## config.mk

```make
export PLATFORM = sky130hd
export DESIGN_NAME = sleep_sequencer
export DESIGN_NICKNAME = d
export VERILOG_FILES = /design/src/rtl/sleep_pkg.sv /design/src/rtl/sleep_mode_map.sv /design/src/rtl/sleep_wake_qual.sv /design/src/rtl/sleep_seq_fsm.sv /design/src/rtl/sleep_sequencer.sv
export SDC_FILE = /design/constraint.sdc
export NUM_CORES = 1
export LEC_CHECK = 0
export CAP_MARGIN = 0
export CORE_MARGIN = 1.5
export CORE_UTILIZATION = 44
export DETAILED_ROUTE_END_ITERATION = 7
export HOLD_SLACK_MARGIN = 0.03
export PLACE_DENSITY = 0.79
export SYNTH_ARGS = -nofsm -noshare
export SYNTH_HDL_FRONTEND = slang
export SYNTH_SLANG_ARGS = --single-unit
```

## constraint.sdc

```tcl
create_clock -name clk -period 2.2 [get_ports clk]
set_input_delay 0.44 -clock clk [delete_from_list [all_inputs] [get_ports clk]]
set_output_delay 0.44 -clock clk [all_outputs]
set_load 0.05 [all_outputs]
```

## src/rtl/sleep_pkg.sv

```systemverilog
package sleep_pkg;

  typedef enum logic [2:0] {
    M_IDLE  = 3'b000,
    M_ADCQ  = 3'b001,
    M_PDOWN = 3'b010,
    M_PSAVE = 3'b011,
    M_STBY  = 3'b110,
    M_XSTBY = 3'b111
  } mode_e;

  typedef enum logic [2:0] {
    ST_RUN, ST_SLEEP, ST_START, ST_HALT, ST_RESUME, ST_RSTV
  } seq_state_e;

  typedef struct packed {
    logic cpu;
    logic flash;
    logic io;
    logic adc;
    logic atmr;
    logic osc;
  } dom_t;

  localparam int NDOM = 6;

  // Reserved codes fold onto Idle.
  function automatic mode_e fold_mode(input logic [2:0] code);
    if (code == 3'b100 || code == 3'b101) return M_IDLE;
    return mode_e'(code);
  endfunction

endpackage

```

## src/rtl/sleep_mode_map.sv

```systemverilog
module sleep_mode_map
  import sleep_pkg::*;
#(
  parameter int T_IDLE  = 0,
  parameter int T_ADCQ  = 0,
  parameter int T_PDOWN = 16,
  parameter int T_PSAVE = 16,
  parameter int T_STBY  = 6,
  parameter int T_XSTBY = 6,
  parameter int CW      = 5
) (
  input  mode_e         mode,
  output dom_t          sleep_dom,
  output logic [CW-1:0] start_len,
  output logic          bod_ok
);

  always_comb begin
    sleep_dom = '0;
    start_len = '0;
    bod_ok    = 1'b0;
    unique case (mode)
      M_IDLE: begin
        sleep_dom = '{cpu:1'b0, flash:1'b0, io:1'b1, adc:1'b1, atmr:1'b1, osc:1'b1};
        start_len = CW'(T_IDLE);
      end
      M_ADCQ: begin
        sleep_dom = '{cpu:1'b0, flash:1'b0, io:1'b0, adc:1'b1, atmr:1'b1, osc:1'b1};
        start_len = CW'(T_ADCQ);
      end
      M_PDOWN: begin
        start_len = CW'(T_PDOWN);
        bod_ok    = 1'b1;
      end
      M_PSAVE: begin
        sleep_dom.atmr = 1'b1;
        start_len      = CW'(T_PSAVE);
        bod_ok         = 1'b1;
      end
      M_STBY: begin
        sleep_dom.osc = 1'b1;
        start_len     = CW'(T_STBY);
        bod_ok        = 1'b1;
      end
      M_XSTBY: begin
        sleep_dom.osc  = 1'b1;
        sleep_dom.atmr = 1'b1;
        start_len      = CW'(T_XSTBY);
        bod_ok         = 1'b1;
      end
      default: ;
    endcase
  end

endmodule

```

## src/rtl/sleep_wake_qual.sv

```systemverilog
module sleep_wake_qual
  import sleep_pkg::*;
#(
  parameter int N_EXT = 2
) (
  input  mode_e            mode,
  input  logic [N_EXT-1:0] ext_lvl,
  input  logic [N_EXT-1:0] ext_edge,
  input  logic             pin_chg,
  input  logic             twi_match,
  input  logic             wdt_irq,
  input  logic             tmr2_irq,
  input  logic             tmr2_async,
  input  logic             adc_irq,
  input  logic             nvm_rdy,
  input  logic             misc_irq,
  output logic             wake
);

  logic [N_EXT-1:0] lvl_ok;
  logic [N_EXT-1:0] edge_ok;
  logic             edge_allowed;

  assign edge_allowed = (mode == M_IDLE);

  // Per-line qualification of the external request lines.
  for (genvar g = 0; g < N_EXT; g++) begin : g_ext
    assign lvl_ok[g]  = ext_lvl[g];
    assign edge_ok[g] = ext_edge[g] & edge_allowed;
  end

  logic base_src;
  assign base_src = (|lvl_ok) | pin_chg | twi_match | wdt_irq;

  always_comb begin
    wake = 1'b0;
    unique case (mode)
      M_IDLE:  wake = base_src | (|edge_ok) | tmr2_irq | adc_irq | nvm_rdy | misc_irq;
      M_ADCQ:  wake = base_src | tmr2_irq | adc_irq | nvm_rdy;
      M_PSAVE,
      M_XSTBY: wake = base_src | (tmr2_irq & tmr2_async);
      M_PDOWN,
      M_STBY:  wake = base_src;
      default: wake = base_src;
    endcase
  end

endmodule

```

## src/rtl/sleep_seq_fsm.sv

```systemverilog
module sleep_seq_fsm
  import sleep_pkg::*;
#(
  parameter int HALT_CYC = 4,
  parameter int CW       = 5
) (
  input  logic          clk,
  input  logic          rst_n,
  input  logic          slp_en,
  input  logic [2:0]    slp_mode,
  input  logic          slp_exec,
  input  logic          rst_req,
  input  logic          wake,
  input  dom_t          sleep_dom,
  input  logic [CW-1:0] start_len,
  input  logic          bod_ok,
  input  logic          bod_dis_req,
  output mode_e         mode_q,
  output dom_t          dom,
  output logic          core_halt,
  output logic          asleep,
  output logic          resume,
  output logic          rst_vec,
  output logic          bod_off
);

  localparam logic [CW-1:0] HALT_LOAD = CW'(HALT_CYC - 1);

  seq_state_e    st, st_nx;
  logic [CW-1:0] cnt, cnt_nx;
  mode_e         mode_nx;
  logic          held;

  assign held = (st == ST_SLEEP) || (st == ST_START) || (st == ST_HALT);

  always_comb begin
    st_nx   = st;
    cnt_nx  = cnt;
    mode_nx = mode_q;
    unique case (st)
      ST_RUN: begin
        if (slp_exec && slp_en) begin
          st_nx   = ST_SLEEP;
          mode_nx = fold_mode(slp_mode);
        end
      end
      ST_SLEEP: begin
        if (rst_req) begin
          st_nx = ST_RSTV;
        end else if (wake) begin
          if (start_len == '0) begin
            st_nx  = ST_HALT;
            cnt_nx = HALT_LOAD;
          end else begin
            st_nx  = ST_START;
            cnt_nx = start_len - 1'b1;
          end
        end
      end
      ST_START: begin
        if (rst_req) begin
          st_nx = ST_RSTV;
        end else if (cnt == '0) begin
          st_nx  = ST_HALT;
          cnt_nx = HALT_LOAD;
        end else begin
          cnt_nx = cnt - 1'b1;
        end
      end
      ST_HALT: begin
        if (rst_req) begin
          st_nx = ST_RSTV;
        end else if (cnt == '0) begin
          st_nx = ST_RESUME;
        end else begin
          cnt_nx = cnt - 1'b1;
        end
      end
      ST_RESUME: st_nx = ST_RUN;
      ST_RSTV:   st_nx = ST_RUN;
      default:   st_nx = ST_RUN;
    endcase
  end

  always_ff @(posedge clk or negedge rst_n) begin
    if (!rst_n) begin
      st     <= ST_RUN;
      cnt    <= '0;
      mode_q <= M_IDLE;
    end else begin
      st     <= st_nx;
      cnt    <= cnt_nx;
      mode_q <= mode_nx;
    end
  end

  always_comb begin
    dom = '1;
    if (st == ST_SLEEP) begin
      dom = sleep_dom;
    end else if (st == ST_START) begin
      dom     = sleep_dom;
      dom.osc = 1'b1;
    end
  end

  assign core_halt = held;
  assign asleep    = (st == ST_SLEEP);
  assign resume    = (st == ST_RESUME);
  assign rst_vec   = (st == ST_RSTV);
  assign bod_off   = (st == ST_SLEEP) && bod_ok && bod_dis_req;

  // a sleep pulse without the enable bit keeps the core running
  a_r1_enable_needed: assert property (@(posedge clk) disable iff (!rst_n)
    (st == ST_RUN && slp_exec && !slp_en) |=> (!asleep && !core_halt));

  // resume only follows a halted cycle outside the sleep wait
  a_r9_resume_after_halt: assert property (@(posedge clk) disable iff (!rst_n)
    $rose(resume) |-> ($past(core_halt) && !$past(asleep) && !rst_vec));

  // reset-vector pulse follows a reset request seen while held
  a_r10_rstv_cause: assert property (@(posedge clk) disable iff (!rst_n)
    rst_vec |-> ($past(rst_req) && $past(core_halt)));

  // the captured mode stays put once the core has left the run state
  a_r12_mode_held: assert property (@(posedge clk) disable iff (!rst_n)
    (held && slp_exec) |=> $stable(mode_q));

  // all domains on during the halt cycles
  a_r8_halt_all_on: assert property (@(posedge clk) disable iff (!rst_n)
    (st == ST_HALT) |-> (&dom));

endmodule

```

## src/rtl/sleep_sequencer.sv

```systemverilog
module sleep_sequencer
  import sleep_pkg::*;
#(
  parameter int T_IDLE   = 0,
  parameter int T_ADCQ   = 0,
  parameter int T_PDOWN  = 16,
  parameter int T_PSAVE  = 16,
  parameter int T_STBY   = 6,
  parameter int T_XSTBY  = 6,
  parameter int HALT_CYC = 4,
  parameter int N_EXT    = 2
) (
  input  logic             clk,
  input  logic             rst_n,
  input  logic             slp_en,
  input  logic [2:0]       slp_mode,
  input  logic             slp_exec,
  input  logic             rst_req,
  input  logic [N_EXT-1:0] ext_lvl,
  input  logic [N_EXT-1:0] ext_edge,
  input  logic             pin_chg,
  input  logic             twi_match,
  input  logic             wdt_irq,
  input  logic             tmr2_irq,
  input  logic             tmr2_async,
  input  logic             adc_irq,
  input  logic             nvm_rdy,
  input  logic             misc_irq,
  input  logic             bod_dis_req,
  output logic [5:0]       dom_en,
  output logic             core_halt,
  output logic             asleep,
  output logic             resume,
  output logic             rst_vec,
  output logic             bod_off
);

  localparam int T_MAX_A = (T_PDOWN > T_PSAVE) ? T_PDOWN : T_PSAVE;
  localparam int T_MAX_B = (T_STBY > T_XSTBY) ? T_STBY : T_XSTBY;
  localparam int T_MAX_C = (T_IDLE > T_ADCQ) ? T_IDLE : T_ADCQ;
  localparam int T_MAX_D = (T_MAX_A > T_MAX_B) ? T_MAX_A : T_MAX_B;
  localparam int T_MAX_E = (T_MAX_D > T_MAX_C) ? T_MAX_D : T_MAX_C;
  localparam int CNT_TOP = (T_MAX_E > HALT_CYC) ? T_MAX_E : HALT_CYC;
  localparam int CW      = $clog2(CNT_TOP + 1);

  mode_e         mode_q;
  dom_t          sleep_dom;
  dom_t          dom;
  logic [CW-1:0] start_len;
  logic          bod_ok;
  logic          wake;

  sleep_mode_map #(
    .T_IDLE (T_IDLE),
    .T_ADCQ (T_ADCQ),
    .T_PDOWN(T_PDOWN),
    .T_PSAVE(T_PSAVE),
    .T_STBY (T_STBY),
    .T_XSTBY(T_XSTBY),
    .CW     (CW)
  ) i_map (
    .mode     (mode_q),
    .sleep_dom(sleep_dom),
    .start_len(start_len),
    .bod_ok   (bod_ok)
  );

  sleep_wake_qual #(.N_EXT(N_EXT)) i_qual (
    .mode      (mode_q),
    .ext_lvl   (ext_lvl),
    .ext_edge  (ext_edge),
    .pin_chg   (pin_chg),
    .twi_match (twi_match),
    .wdt_irq   (wdt_irq),
    .tmr2_irq  (tmr2_irq),
    .tmr2_async(tmr2_async),
    .adc_irq   (adc_irq),
    .nvm_rdy   (nvm_rdy),
    .misc_irq  (misc_irq),
    .wake      (wake)
  );

  sleep_seq_fsm #(.HALT_CYC(HALT_CYC), .CW(CW)) i_fsm (
    .clk        (clk),
    .rst_n      (rst_n),
    .slp_en     (slp_en),
    .slp_mode   (slp_mode),
    .slp_exec   (slp_exec),
    .rst_req    (rst_req),
    .wake       (wake),
    .sleep_dom  (sleep_dom),
    .start_len  (start_len),
    .bod_ok     (bod_ok),
    .bod_dis_req(bod_dis_req),
    .mode_q     (mode_q),
    .dom        (dom),
    .core_halt  (core_halt),
    .asleep     (asleep),
    .resume     (resume),
    .rst_vec    (rst_vec),
    .bod_off    (bod_off)
  );

  assign dom_en = dom;

  // the CPU domain is stopped whenever the core sleeps
  a_r3_cpu_off_asleep: assert property (@(posedge clk) disable iff (!rst_n)
    asleep |-> !dom_en[5]);

  // brown-out disable only while asleep in a mode that stops the I/O domain
  a_r11_bod_deep_only: assert property (@(posedge clk) disable iff (!rst_n)
    bod_off |-> (asleep && !dom_en[3] && !dom_en[2]));

  // resume and reset-vector never together, and the core runs then
  a_r9_exit_exclusive: assert property (@(posedge clk) disable iff (!rst_n)
    (resume || rst_vec) |-> ($onehot0({resume, rst_vec}) && !core_halt && (&dom_en)));

endmodule

```

; Word level (Yosys, flattened, before mapping)
; Cells that the tools add are included.
[totals]
ff_bits = 11
latchBits = 0
mem_bits_rw = 0
mem_bits_ro = 0
output_inout_bits = 11
wordCells = 93
mem_count = 0
[classes]
n_addsub = 2
multipliers = 0
div_mod_pow = 0
magnitude_cmp = 0
eq_ne = 21
shift = 0
muxes = 30
bitwise = 15
n_reduce_logical = 22
[op_table]
columns = operator, n
row1 = 5-bit two-way mux, 7
row2 = 3-bit two-way mux, 9
row3 = "3-bit equality test, second input constant", 6
row4 = 5-bit one-hot mux with 3 select lines, 1
row5 = "3-bit by 2-bit equality test with 1-bit output, second input constant", 4
row6 = 6-bit two-way mux, 2
row7 = 1-bit OR, 12
row8 = 3-bit one-hot mux with 4 select lines, 1
row9 = 4-bit OR reduction, 3
row10 = 5-bit zero test, 2
row11 = 5-bit one-hot mux with 2 select lines, 1
row12 = 2-bit OR reduction, 5
row13 = "5-bit by 1-bit subtractor with 5-bit output, second input constant", 2
row14 = "2-bit inequality test, second input constant", 4
row15 = 1-bit two-way mux, 7
row16 = "3-bit by 1-bit equality test with 1-bit output, second input constant", 2
row17 = 3-bit zero test, 2
row18 = "3-bit inequality test, second input constant", 2
row19 = 6-bit AND reduction, 1
row20 = "2-bit by 1-bit inequality test with 1-bit output, second input constant", 2
row21 = 2-bit one-hot mux with 2 select lines, 1
row22 = 4-bit AND reduction, 1
row23 = 1-bit AND, 3
row24 = 1-bit logical AND, 3
row25 = 5 further kinds, 7

; Logic depth before layout (Yosys ltp)
; Gate-level depths: netlist (run 1).
[depth]
depth_word = 13
mapped_depth = 8
depth_no_buf = 7

; By module
; From an unflattened synthesis (run 1), not the netlist that was laid out.
[hier_totals]
hier_cells = 122
area_unflattened_um2 = 965.9
[modules_own_cells]
columns = module, instances, cells_each, area_each_um2, seq_area_each_um2
row1 = sleep_seq_fsm, 1, 100, 819.5, 275.3
row2 = sleep_mode_map, 1, 15, 103.8, 0.0
row3 = sleep_wake_qual, 1, 7, 42.5, 0.0

; Worst setup path after synthesis (run 1)
; OpenSTA, ideal clock, no wires.
[synth_timing]
kind = register to output
from = register i_fsm.st[1]
to = output port dom_en[0]
t_arrival_ps = 2490
t_required_ps = 1760
setup_slack_ps = -730
stages_incl_launch_ff = 4
n_path_buf = 1
cell_sequence = dfrtp_1 buf_2 nor3b_1 nand2_1
[synth_between]
elab_chain_len = 2
[synth_rtl]
columns = item, line
row1 = from (decl), sleep_seq_fsm.sv:29  ; seq_state_e st, st_nx;
row2 = from (signal assigned), sleep_seq_fsm.sv:91  ; st <= st_nx;
row3 = 3-bit by 1-bit equality test with 1-bit output, --
row4 = net asleep, sleep_sequencer.sv:32  ; output logic asleep,
row5 = 6-bit two-way mux, sleep_seq_fsm.sv:99  ; if (st == ST_SLEEP) begin
row6 = to (decl), sleep_sequencer.sv:30  ; output logic [5:0] dom_en,
; The timed path passes the listed nets, and every way through them passes these cells.

; Worst setup path after layout (run 1)
[layout_timing]
from = register i_fsm.mode_q[1]
to = output port dom_en[2]
[layout_between]
elab_chain_len = 4
word_cells_on_any_way = 5
classes_between = eq/ne: 1 / mux: 3 / reduce/logical: 1
[layout_rtl]
columns = item, line
row1 = from (decl), sleep_seq_fsm.sv:18  ; output mode_e mode_q,
row2 = from (signal assigned), sleep_seq_fsm.sv:93  ; mode_q <= mode_nx;
row3 = 3-bit by 1-bit equality test with 1-bit output or 3-bit zero test (tied branches), sleep_mode_map.sv:22  ; unique case (mode)
row4 = 2-bit one-hot mux with 2 select lines *, sleep_mode_map.sv:22
row5 = 6-bit two-way mux, sleep_seq_fsm.sv:101  ; end else if (st == ST_START) begin
row6 = 6-bit two-way mux *, sleep_seq_fsm.sv:99
; Every way passes the cells marked *; elsewhere a longest branch is shown, timed or not.

==> results of run 1 <==
## final cells by class
cell class                 count  share of cell area
sequential                    11               0.212
clock inverter                 1             0.00384
timing repair buffer          34               0.292
multi-input combinational     89               0.426
clock buffer                   3              0.0173
tap                           27              0.0259
inverter                       8              0.0231
## layer usage
layer / wire length [µm] / vias to the layer above
li1: - / 477
met1: 1000 / 456
met2: 1170 / 27
met3: 106 / 2
met4: 14 / 0
met5: 0 / -
## worst reg2reg max path, cell delays in order (launching register included)
cell	delay, ps
dfrtp_1	390
inv_1	80
ha_1	190
or4b_1	490
o211ai_1	200
o21ba_1	290
a22o_1	250
## cell families (layout without fill, tap and decap cells)
kind of cell / count (synthesis) / count (layout) / synth area share
AND/OR/NAND/NOR: 55 / 55 / 0.311
AO/OA/AOI/OAI: 26 / 26 / 0.201
buffers and inverters: 14 / 46 / 0.0750
flip-flops: 11 / 11 / 0.311
adder cells (fa/ha/maj): 5 / 5 / 0.0707
XOR/XNOR: 2 / 2 / 0.0198
multiplexers: 1 / 1 / 0.0113
## power by group through the flow
stage,Sequential (mW),Clock (mW),Combinational [mW]
floorplan,0.373,0,1.06
global placement,0.445,0,1.49
detailed placement,0.455,0,1.51
CTS,0.452,0.140,1.51
global route,0.475,0.153,1.61
finish,0.458,0.136,1.51
## sequential cells by signal, summed over array words and instances, names as in the netlist
register and cells:
i_fsm.mode_q 3, i_fsm.cnt 5, i_fsm.st 3
## final timing paths
kind	from	end	slack, ps	cells past startpoint
worst max-delay path	i_fsm.mode_q[1]	dom_en[2]	120	4
worst min-delay path	rst_n	i_fsm.cnt[3]	500	1
worst max register to register	i_fsm.cnt[0]	i_fsm.cnt[2]	190	6
worst min register to register	i_fsm.cnt[4]	i_fsm.cnt[4]	530	1
max in group asynchronous	rst_n	i_fsm.mode_q[1]	1350	1
min in group clk	i_fsm.cnt[4]	i_fsm.cnt[4]	530	1
## synth_stat cells (all sizes together)
library cell / n / share of area
a41o: 1 / 0.011
a31oi: 1 / 0.0071
a22o: 2 / 0.020
mux2i: 1 / 0.011
or4b: 1 / 0.011
a21oi: 6 / 0.034
buf: 4 / 0.033
dfrtp: 11 / 0.31
nor2: 13 / 0.055
nand4: 2 / 0.014
and3: 3 / 0.021
o211ai: 2 / 0.017
or2: 1 / 0.0071
o41ai: 1 / 0.0099
a221oi: 1 / 0.0099
clkbuf: 2 / 0.0085
nor4b: 1 / 0.0099
a211oi: 1 / 0.0085
o31ai: 2 / 0.017
xnor2: 2 / 0.020
nor3b: 1 / 0.0085
o21ai: 7 / 0.044
or3: 4 / 0.028
and2: 1 / 0.0071
nor3: 8 / 0.045
nand2b: 3 / 0.021
ha: 5 / 0.071
o21ba: 1 / 0.011
nand2: 10 / 0.042
inv: 8 / 0.034
a32o: 1 / 0.011
nand3: 7 / 0.040
## metrics by stage
stage | TNS, ps | worst slack (ps)
floorplan | 0 | 152
CTS | 0 | 35.6
detailed placement | -98.0 | -39.0
finish | 0 | 117
global placement | 0 | 12.9
global route | 0 | 57.3
## what timing repair did
item                                    in CTS  in global routing
endpoints found under the hold margin        0                  0
setup buffers                                0                  0
resized for setup                            0                  1
endpoints found under the setup margin       0                  1
==> flow_metrics.env, run 1 <==
export IMPL_outcome="complete, no violations"
export IMPL_finalCritPeriodShare=0.947
export IMPL_n_antenna_cell=0
export IMPL_grt_use_total=0.220
export IMPL_slew_headroom=0.604
export IMPL_max_cap_violations=0
export IMPL_antenna_found_initial=0
export IMPL_hpwl_um=1850
export IMPL_regArea_um2=277
export IMPL_grt_ovfl_total=0
export IMPL_first_pass_iters=4
export IMPL_skew_ps=4.43
export IMPL_cp_num_buf_inv=2
export IMPL_core_area_um2=1920
export IMPL_stdcell_area_um2=1300
export IMPL_clkSinkCount=11
export IMPL_grt_first_pass_wirelength_um=3550
export IMPL_synth_cells=114
export IMPL_area_growth_pct=47.2
export IMPL_critPathTopFamily="flip-flops"
export IMPL_p_sw_mw=1.13
export IMPL_comb_power_share=0.718
export IMPL_critPathArrivalTime_ps=1640
export IMPL_worstSetupStartpointType="register"
export IMPL_drt_iter0_drc=19
export IMPL_synth_area_per_cell_um2=7.76
export IMPL_slowest_delay_ps=450
export IMPL_syn_cell_area_um2=885
export IMPL_final_cell_mix="clkdlybuf4s50_1 (20), nor2_1 (13), nand2_1 (10), dfrtp_1 (10)"
export IMPL_final_antenna_net_count=0
export IMPL_peakVddDrop_v=0.000954
export IMPL_critPathMaxFanout=8
export IMPL_rows=16
export IMPL_hp_class="in2async"
export IMPL_dieWidth_um=47.8
export IMPL_ctsHoldBuffers=0
export IMPL_initial_core_util=0.460
export IMPL_hold_slack_ps=496
export IMPL_place_area_um2=1270
export IMPL_p_per_area_nw_per_um2=1620
export IMPL_rsz0062_at_grt="false"
export IMPL_busiest_layer="met2"
export IMPL_finalSetupViolCount=0
export IMPL_cts_tree="built"
export IMPL_grtUsageMet2=0.336
export IMPL_syn_num_nets=140
export IMPL_wirelength_um=2300
export IMPL_fmaxAchievable_ghz=0.480
export IMPL_vias=962
export IMPL_p_clk_frac=0.065
export IMPL_cts_root_buffer="clkbuf_4"
export IMPL_hold_viol=0
export IMPL_port_buffers=31
export IMPL_viasPerCell=5.56
export IMPL_final_cells=173
export IMPL_grtUsageMet3=0.0566
export IMPL_power_mw=2.10
export IMPL_drive_gt1_frac=0.151
export IMPL_p_seq_frac=0.218
export IMPL_fin_crit_ps=2080
export IMPL_slowest_stage="dfrtp_2"
export IMPL_fill_cells=167
export IMPL_grt_pass1_vias=865
export IMPL_nets=173
export IMPL_wl_per_cell_um=13.3
export IMPL_utilization=0.678
export IMPL_dp_cells=169
export IMPL_grt_max_degree=14
export IMPL_p_leak_nw=0.562
export IMPL_synth_warnings=0
export IMPL_clockBufferDepth=2
export IMPL_swShare=0.535
export IMPL_gp_congestion=0.892
export IMPL_die_h_um=47.8
export IMPL_final_max_slew_viol_count=0
export IMPL_ys_types=35
export IMPL_worstMarginPinSlew_ps=590
export IMPL_io_pins=32
export IMPL_clock_latency_ps=270
export IMPL_route_detailed_drc=0
export IMPL_synth_seq_cells=11
export IMPL_internal_power_mw=0.978
export IMPL_worstSetupEndpointType="output port"
export IMPL_path_cells="inv_1 > ha_1 > or3_1 > buf_4"
export IMPL_htree_levels=1
export IMPL_cts_made_buffers=3
export IMPL_ys_seq_area_frac=0.311
export IMPL_clk_pin_slew_ps=70
export IMPL_grtUsageMet1=0.304
export IMPL_final_common_cell="clkdlybuf4s50_1"
export IMPL_die_area_um2=2290
export IMPL_multi_input_area_um2=554
export IMPL_worst_setup_path_type="reg2out"
export IMPL_critPathRequiredTime_ps=1760
(Power assumes the default switching activity.)
==> inputs of run 2 (changes only) <==
--- a/config.mk
+++ b/config.mk
@@ -6,8 +6,8 @@
 export NUM_CORES = 1
 export LEC_CHECK = 0
 export CAP_MARGIN = 0
-export CORE_MARGIN = 1.5
 export CORE_UTILIZATION = 44
+export CTS_CLUSTER_SIZE = 25
 export DETAILED_ROUTE_END_ITERATION = 7
 export HOLD_SLACK_MARGIN = 0.03
 export PLACE_DENSITY = 0.79
==> flow_metrics.env, run 2 (same netlist as run 1, synthesis figures left out) <==
export IMPL_outcome="complete, no violations"
export IMPL_dp_slack_ps=-33.6
export IMPL_routed_wl_met2_um=1110
export IMPL_max_cap_violations=0
export IMPL_final_cells=171
export IMPL_layout_setup_ws_ps=160
export IMPL_worstSetupStartpointType="register"
export IMPL_core_area_um2=1800
export IMPL_die_area_um2=2190
export IMPL_power_mw=2.04
export IMPL_r2r_end="i_fsm.cnt[2]"
export IMPL_worstSetupEndpointType="output port"
export IMPL_stdcell_area_um2=1270
export IMPL_slowest_stage="dfrtp_2"
export IMPL_r2r_setup_slack_ps=200
export IMPL_fin_crit_ps=2040
export IMPL_grt_pass1_vias=846
export IMPL_initial_core_util=0.491
export IMPL_route_detailed_drc=0
export IMPL_nets=173
export IMPL_multi_input_area_um2=554
export IMPL_regArea_um2=277
export IMPL_ctsHoldBuffers=0
export IMPL_area_growth_pct=44.0
export IMPL_cts_setup_buffers=0
export IMPL_n_antenna_cell=0
export IMPL_finalCritPeriodShare=0.927
export IMPL_slew_headroom=0.563
export IMPL_gp_congestion=0.904
export IMPL_worst_setup_path_type="reg2out"
export IMPL_final_common_cell="clkdlybuf4s50_1"
export IMPL_rows=15
export IMPL_cts_tree="built"
export IMPL_critPathRequiredTime_ps=1760
export IMPL_place_area_um2=1250
export IMPL_finalSetupViolCount=0
export IMPL_clock_latency_ps=280
export IMPL_clockBufferDepth=2
export IMPL_port_buffers=31
export IMPL_cts_made_buffers=3
export IMPL_htree_levels=1
export IMPL_drt_iter0_drc=37
export IMPL_wirelength_um=2330
export IMPL_vias=966
export IMPL_final_max_slew_viol_count=0
export IMPL_p_leak_nw=0.551
export IMPL_drive_gt1_frac=0.144
export IMPL_grt_ovfl_total=0
export IMPL_slowest_delay_ps=440
export IMPL_top_layer="met4"
export IMPL_dieWidth_um=46.8
export IMPL_grt_max_degree=14
export IMPL_hpwl_um=1840
export IMPL_p_per_area_nw_per_um2=1600
export IMPL_critPathMaxFanout=8
export IMPL_dp_cells=167
export IMPL_met1_length_um=1100
export IMPL_cp_num_buf_inv=2
export IMPL_grt_use_total=0.241
export IMPL_critPathTopFamily="flip-flops"
export IMPL_worstMarginPinSlew_ps=650
export IMPL_r2r_cells=6
export IMPL_largest_register="i_fsm.cnt"
export IMPL_die_h_um=46.8
export IMPL_final_antenna_net_count=0
export IMPL_grt_first_pass_wirelength_um=3720
export IMPL_r2r_start="i_fsm.cnt[0]"
export IMPL_wl_per_cell_um=13.6
export IMPL_hold_viol=0
export IMPL_final_cell_mix="clkdlybuf4s50_1 (20), nor2_1 (13), nand2_1 (10), dfrtp_1 (10), buf_4 (10)"
export IMPL_clkSinkCount=11
export IMPL_fin_setup_tns_ps=0
export IMPL_viasPerCell=5.65
export IMPL_fmaxAchievable_ghz=0.490
export IMPL_antenna_found_initial=0
export IMPL_reg_top3="i_fsm.cnt (5), i_fsm.mode_q (3), i_fsm.st (3)"
export IMPL_path_cells="inv_1 > ha_1 > or3_1 > buf_4"
export IMPL_peakVddDrop_v=0.00109
export IMPL_skew_ps=6.83
export IMPL_critPathArrivalTime_ps=1600
export IMPL_first_pass_iters=4
export IMPL_fill_cells=155
export IMPL_io_pins=32
export IMPL_dr_wl_met3_um=102
export IMPL_post_cts_resized=0
export IMPL_rsz0062_at_grt="false"
export IMPL_clk_pin_slew_ps=70
export IMPL_largest_register_ffs=5
export IMPL_cts_root_buffer="clkbuf_4"
export IMPL_hp_class="in2async"
[run 2: changes by cell type in the layout (fill, tap and decap cells not counted)]
cell / before / now
buf_12: 6 / 4
buf_4: 8 / 10
clkbuf_1: 0 / 1
clkinv_2: 1 / 0
[run 2: where the power goes]
part           internal (mW)  total [mW]  switching, mW
clock network         0.0704       0.142         0.0719
registers              0.294       0.457          0.163
logic                  0.571        1.44          0.874
[run 2: through the flow]
step | util | hold slack [ps]
floorplan | - | 144
global placement | 0.692 | 502
detailed placement | 0.692 | 515
CTS | 0.706 | 510
global route | 0.707 | 534
finish | 0.707 | 485
[run 2: layout make-up]
| class | count | share of cell area |
|---|---|---|
| Inverter | 8 | 0.0236 |
| Clock buffer | 4 | 0.0206 |
| Sequential cell | 11 | 0.217 |
| Multi-Input combinational cell | 89 | 0.435 |
| Tap cell | 25 | 0.0246 |
| Timing Repair Buffer | 34 | 0.279 |
[run 2: worst max path at each step]
| stage | to | startpoint | cells after the start |
|---|---|---|---|
| after global placement | i_fsm.cnt[4] | tmr2_irq | 5 |
| after detailed placement | i_fsm.cnt[2] | tmr2_irq | 5 |
| final | dom_en[2] | i_fsm.mode_q[1] | 4 |
| after global routing | dom_en[2] | i_fsm.mode_q[1] | 4 |
| after floorplan | bod_off | i_fsm.st[1] | 3 |
| after CTS | dom_en[2] | i_fsm.mode_q[1] | 4 |
[run 2: routing by layer]
| metal | track usage | up-vias |
|---|---|---|
| met5 | 0 | - |
| met2 | 0.372 | 22 |
| met1 | 0.330 | 463 |
| met3 | 0.0692 | 3 |
| met4 | 0.0686 | 0 |
| li1 | - | 478 |
[run 2: worst reg2reg max path, stage by stage (launching register included)]
cell and delay, ps:
dfrtp_1 400, inv_1 80, ha_1 200, or4b_1 480, o211ai_1 190, o21ba_1 290
a22o_1 250
